File: src/rtl/buswait_pkg.sv
package buswait_pkg;

    localparam int unsigned LIMIT_BITS  = 16;
    localparam int unsigned XTAL_DIV    = 32;
    localparam logic [15:0] LIMIT_RESET = 16'h0200;

    // per-cycle request qualifiers handed to the prescaler and counter
    typedef struct packed {
        logic restart;   // first cycle of a new request
        logic waiting;   // requesting, not granted, not first cycle
    } wait_ctl_t;

    // interrupt gate: error flag, mask (active high), global enable
    function automatic logic irq_gate(input logic flag, input logic mask, input logic enable);
        return flag & ~mask & enable;
    endfunction

endpackage

File: src/rtl/buswait_prescale.sv
module buswait_prescale #(
    parameter int unsigned DIV = buswait_pkg::XTAL_DIV
) (
    input  logic clk,
    input  logic rst,
    input  logic soft_rst,
    input  logic restart,
    input  logic run,
    input  logic xtal_en,
    output logic tick
);
    localparam int unsigned PW = (DIV > 1) ? $clog2(DIV) : 1;
    localparam logic [PW-1:0] LAST = PW'(DIV - 1);

    logic [PW-1:0] phase_q;
    logic          at_last;

    assign at_last = (phase_q == LAST);
    assign tick    = run & xtal_en & at_last;

    always_ff @(posedge clk) begin
        if (rst || soft_rst || restart) begin
            phase_q <= '0;
        end else if (run && xtal_en) begin
            phase_q <= at_last ? '0 : phase_q + PW'(1);
        end
    end
endmodule

File: src/rtl/buswait_limit.sv
module buswait_limit #(
    parameter int unsigned  LIM_W   = buswait_pkg::LIMIT_BITS,
    parameter logic [LIM_W-1:0] RST_VAL = LIM_W'(buswait_pkg::LIMIT_RESET)
) (
    input  logic             clk,
    input  logic             rst,
    input  logic             soft_rst,
    input  logic             stop,
    input  logic             wr,
    input  logic [LIM_W-1:0] wdata,
    output logic [LIM_W-1:0] limit,
    output logic [LIM_W-1:0] rdata
);
    logic [LIM_W-1:0] value_q;

    always_ff @(posedge clk) begin
        if (rst || soft_rst) begin
            value_q <= RST_VAL;
        end else if (stop && wr) begin
            value_q <= wdata;
        end
    end

    assign limit = value_q;
    assign rdata = stop ? value_q : '0;
endmodule

File: src/rtl/buswait_counter.sv
module buswait_counter #(
    parameter int unsigned LIM_W = buswait_pkg::LIMIT_BITS
) (
    input  logic             clk,
    input  logic             rst,
    input  logic             soft_rst,
    input  logic             restart,
    input  logic             tick,
    input  logic [LIM_W-1:0] limit,
    output logic             hit
);
    logic [LIM_W-1:0] units_q;
    logic             fired_q;
    logic [LIM_W-1:0] units_next;

    assign units_next = units_q + LIM_W'(1);
    assign hit = tick & ~fired_q & (limit != '0) & (units_next == limit);

    always_ff @(posedge clk) begin
        if (rst || soft_rst || restart) begin
            units_q <= '0;
            fired_q <= 1'b0;
        end else if (tick) begin
            if (units_q != '1) begin
                units_q <= units_next;
            end
            if (hit) begin
                fired_q <= 1'b1;
            end
        end
    end
endmodule

File: src/rtl/buswait_mon.sv
module buswait_mon
    import buswait_pkg::*;
#(
    parameter int unsigned LIM_W = LIMIT_BITS,
    parameter int unsigned DIV   = XTAL_DIV
) (
    input  logic             clk,
    input  logic             rst,
    input  logic             soft_rst_i,
    input  logic             xtal_en_i,
    input  logic             bus_req_i,
    input  logic             bus_gnt_i,
    input  logic             stop_i,
    input  logic             reg_wr_i,
    input  logic [LIM_W-1:0] reg_wdata_i,
    output logic [LIM_W-1:0] reg_rdata_o,
    input  logic             err_w1c_i,
    input  logic             err_mask_i,
    input  logic             int_en_i,
    output logic             merr_o,
    output logic             irq_o
);
    logic             req_q;
    wait_ctl_t        ctl;
    logic             tick;
    logic             hit;
    logic             merr_q;
    logic [LIM_W-1:0] limit_q;

    always_ff @(posedge clk) begin
        if (rst || soft_rst_i) begin
            req_q <= 1'b0;
        end else begin
            req_q <= bus_req_i;
        end
    end

    always_comb begin
        ctl.restart = bus_req_i & ~req_q;
        ctl.waiting = bus_req_i & ~bus_gnt_i & ~ctl.restart;
    end

    buswait_prescale #(.DIV(DIV)) u_pre (
        .clk      (clk),
        .rst      (rst),
        .soft_rst (soft_rst_i),
        .restart  (ctl.restart),
        .run      (ctl.waiting),
        .xtal_en  (xtal_en_i),
        .tick     (tick)
    );

    buswait_limit #(.LIM_W(LIM_W)) u_lim (
        .clk      (clk),
        .rst      (rst),
        .soft_rst (soft_rst_i),
        .stop     (stop_i),
        .wr       (reg_wr_i),
        .wdata    (reg_wdata_i),
        .limit    (limit_q),
        .rdata    (reg_rdata_o)
    );

    buswait_counter #(.LIM_W(LIM_W)) u_cnt (
        .clk      (clk),
        .rst      (rst),
        .soft_rst (soft_rst_i),
        .restart  (ctl.restart),
        .tick     (tick),
        .limit    (limit_q),
        .hit      (hit)
    );

    // sticky error: a timeout takes priority over a host clear
    always_ff @(posedge clk) begin
        if (rst || soft_rst_i) begin
            merr_q <= 1'b0;
        end else if (hit) begin
            merr_q <= 1'b1;
        end else if (err_w1c_i) begin
            merr_q <= 1'b0;
        end
    end

    assign merr_o = merr_q;
    assign irq_o  = irq_gate(merr_q, err_mask_i, int_en_i);
endmodule

File: config.mk
export PLATFORM = sky130hd
export DESIGN_NAME = buswait_mon
export DESIGN_NICKNAME = d
export VERILOG_FILES = /design/src/rtl/buswait_pkg.sv /design/src/rtl/buswait_prescale.sv /design/src/rtl/buswait_limit.sv /design/src/rtl/buswait_counter.sv /design/src/rtl/buswait_mon.sv
export SDC_FILE = /design/constraint.sdc
export NUM_CORES = 1
export LEC_CHECK = 0
export ABC_AREA = 1
export BUFFER_PORTS_ARGS = -buffer_cell sky130_fd_sc_hd__buf_2
export CORE_MARGIN = 4
export CORE_UTILIZATION = 30
export DETAILED_ROUTE_END_ITERATION = 6
export PLACE_DENSITY = 0.51
export SYNTH_ARGS = -nofsm -noshare
export SYNTH_HDL_FRONTEND = slang
export SYNTH_SLANG_ARGS = --single-unit
File: constraint.sdc
create_clock -name clk -period 3.7 [get_ports clk]
set_input_delay 0.555 -clock clk [delete_from_list [all_inputs] [get_ports clk]]
set_output_delay 0.555 -clock clk [all_outputs]
set_load 0.01 [all_outputs]
==> impl_metrics.json <==
{
  "outcome": "finished clean",
  "routed_wl_um": 6420,
  "critical_path_class": "reg2reg",
  "pin_count": 45,
  "layout.nets": 455,
  "ant_nets": 0,
  "finClkSkew_ps": 9.01,
  "syn_nets": 412,
  "cts_tree": "built",
  "clockBufferDepth": 2,
  "leakagePower_nw": 1.32,
  "clock-sinks": 40,
  "period_share": 0.546,
  "wire_per_inst_um": 12.2,
  "cts-root-buf": "clkbuf_8",
  "hold_class": "in2reg",
  "yosysWarnings": 0,
  "drt-initial-drc-count": 158,
  "end_kind": "flip-flop",
  "hold_violations": 0,
  "diodes": 0,
  "io_buffers": 44,
  "hold_ws_ps": 464,
  "final_cell_mix": "nand2_1 (101), inv_1 (60), buf_2 (44), dfxtp_1 (40), nand3_1 (36)",
  "dp.cells": 520,
  "fp-row-count": 32,
  "cp.required_ps": 3880,
  "synth-edff-count": 0,
  "grt_first_pass_wirelength_um": 11000,
  "syn_area_per_cell_um2": 6.33,
  "critical_path_arrival_ps": 2200,
  "drv_cap": 0,
  "cts-htree-levels": 2,
  "synth_seq_area_share": 0.331,
  "post-place-ws_ps": 1540,
  "cts-buffers-inserted": 5,
  "synth_flop_cell": "dfxtp_1",
  "finalSetupViolations": 0,
  "relSlewSlack": 0.475,
  "initial_core_util": 0.312,
  "syn_to_final_growth_pct": 18.2,
  "powerDensity_nw_per_um2": 319,
  "cts_setup_buffers": 0,
  "dr.pass1.iters": 4,
  "gp_congestion": 0.777,
  "core_region_area_um2": 7770,
  "final-instance-count-excl-fill": 528,
  "synthArstFlopShare": 0,
  "die_w_um": 97.8,
  "vias": 2436,
  "maxSlewViolCount": 0,
  "die_h_um": 97.8,
  "die-area_um2": 9570,
  "ys_ff_latch": 40,
  "grt_util_all_layers": 0.140,
  "syn-cell-area_um2": 2420,
  "fmax_mhz": 495,
  "start_kind": "flip-flop",
  "grt.overflow.total": 0,
  "synthDistinctLibCells": 31,
  "r2r_slack_ps": 1680,
  "ir_worst_vdd_uv": 136,
  "setup_tns_ps": 0,
  "insertion_delay_ps": 300,
  "vias_per_cell": 4.61,
  "hold_buffers": 0,
  "rsz0062_at_grt": "false",
  "cts_resized": 0,
  "clk_pin_slew_ps": 90,
  "final_common_cell": "nand2_1",
  "grt_pass1_vias": 2275,
  "grt_max_degree": 33,
  "antenna_found_initial": 0,
  "drive_above_1_share": 0.167,
  "critPathMaxFanout": 32,
  "period_needed_ps": 2020,
  "hpwl_um": 5080,
  "drc": 0,
  "tightest_slew_ps": 786,
  "timing.final.ws_setup_ps": 1680,
  "netlist_instances": 382
}
==> worst max-delay path, cell delays in order, from the launching register on <==
cell	delay, ps
dfxtp_1	490
ha_1	280
nand3_2	150
nor2_4	150
nand4_2	140
nor2_1	150
nor2_2	40
buf_4	230
o21ai_0	210
a21oi_1	60
==> flip-flops by register name, summed over array words and instances, names as in the netlist <==
register	flops
u_lim.limit	16
merr_o	1
u_cnt.fired_q	1
req_q	1
u_cnt.units_q	16
u_pre.phase_q	5
==> metal layers <==
metal | share of wire | GRT usage | vias to the layer above
met5 | 0 | 0 | -
met4 | 0.012 | 0.0362 | 0
met3 | 0.040 | 0.0321 | 6
met2 | 0.43 | 0.220 | 45
met1 | 0.52 | 0.195 | 1070
li1 | - | - | 1315
==> worst paths after layout <==
| check | startpoint | endpoint | cells after the start |
|---|---|---|---|
| hold / removal | reg_wdata_i[9] | u_lim.limit[9] | 3 |
| hold reg to reg | u_cnt.fired_q | u_cnt.fired_q | 2 |
| setup reg to reg | u_cnt.units_q[0] | u_cnt.units_q[7] | 9 |
| setup / recovery | u_cnt.units_q[0] | u_cnt.units_q[7] | 9 |
==> layout make-up <==
| type | instances | area (um2) |
|---|---|---|
| flip-flops and latches | 40 | 801 |
| clock inverters | 1 | 30.0 |
| repair buffers | 46 | 235 |
| multi-input cells | 269 | 1330 |
| clock buffers | 7 | 96.3 |
| inverters | 63 | 236 |
| well taps | 102 | 128 |
| fillers | 884 | 4910 |
==> cell families after synthesis <==
logic type / count (synthesis) / share of synthesized area
buf+inv: 73 / 0.118
compound gates: 69 / 0.150
flops: 40 / 0.331
fa+ha+maj: 3 / 0.0155
simple gates: 194 / 0.369
xor+xnor: 3 / 0.0171
==> Yosys cell counts (2+ instances only) <==
cell type | count | area (um2)
nand2_2 | 3 | 18.8
nor3_1 | 3 | 15.0
nor2_4 | 6 | 67.6
nand4_1 | 8 | 50.1
o211ai_1 | 2 | 15.0
o21ai_1 | 2 | 10.0
buf_2 | 2 | 10.0
nor2_2 | 2 | 12.5
inv_2 | 2 | 7.51
inv_1 | 60 | 225
a31oi_1 | 8 | 50.1
o21ai_0 | 32 | 160
dfxtp_1 | 40 | 801
nand2_1 | 101 | 379
a21oi_1 | 24 | 120
clkbuf_1 | 6 | 22.5
ha_1 | 3 | 37.5
nand3_1 | 36 | 180
nor2_1 | 30 | 113
==> metrics by stage <==
step / power, mW / utilization / cell area [um2]
detailed placement: 0.519 / 0.352 / 2730
global placement: 0.518 / 0.352 / 2730
finish: 0.911 / 0.368 / 2860
floorplan: 0.489 / - / 2420
global route: 0.949 / 0.368 / 2860
CTS: 0.915 / 0.368 / 2860
==> power breakdown <==
group          switching, mW  internal (mW)
logic                 0.0387         0.0261
clock network          0.166          0.238
registers            0.00604          0.436
total                  0.210          0.701
No activity file was read; power rests on OpenSTA's default activity.
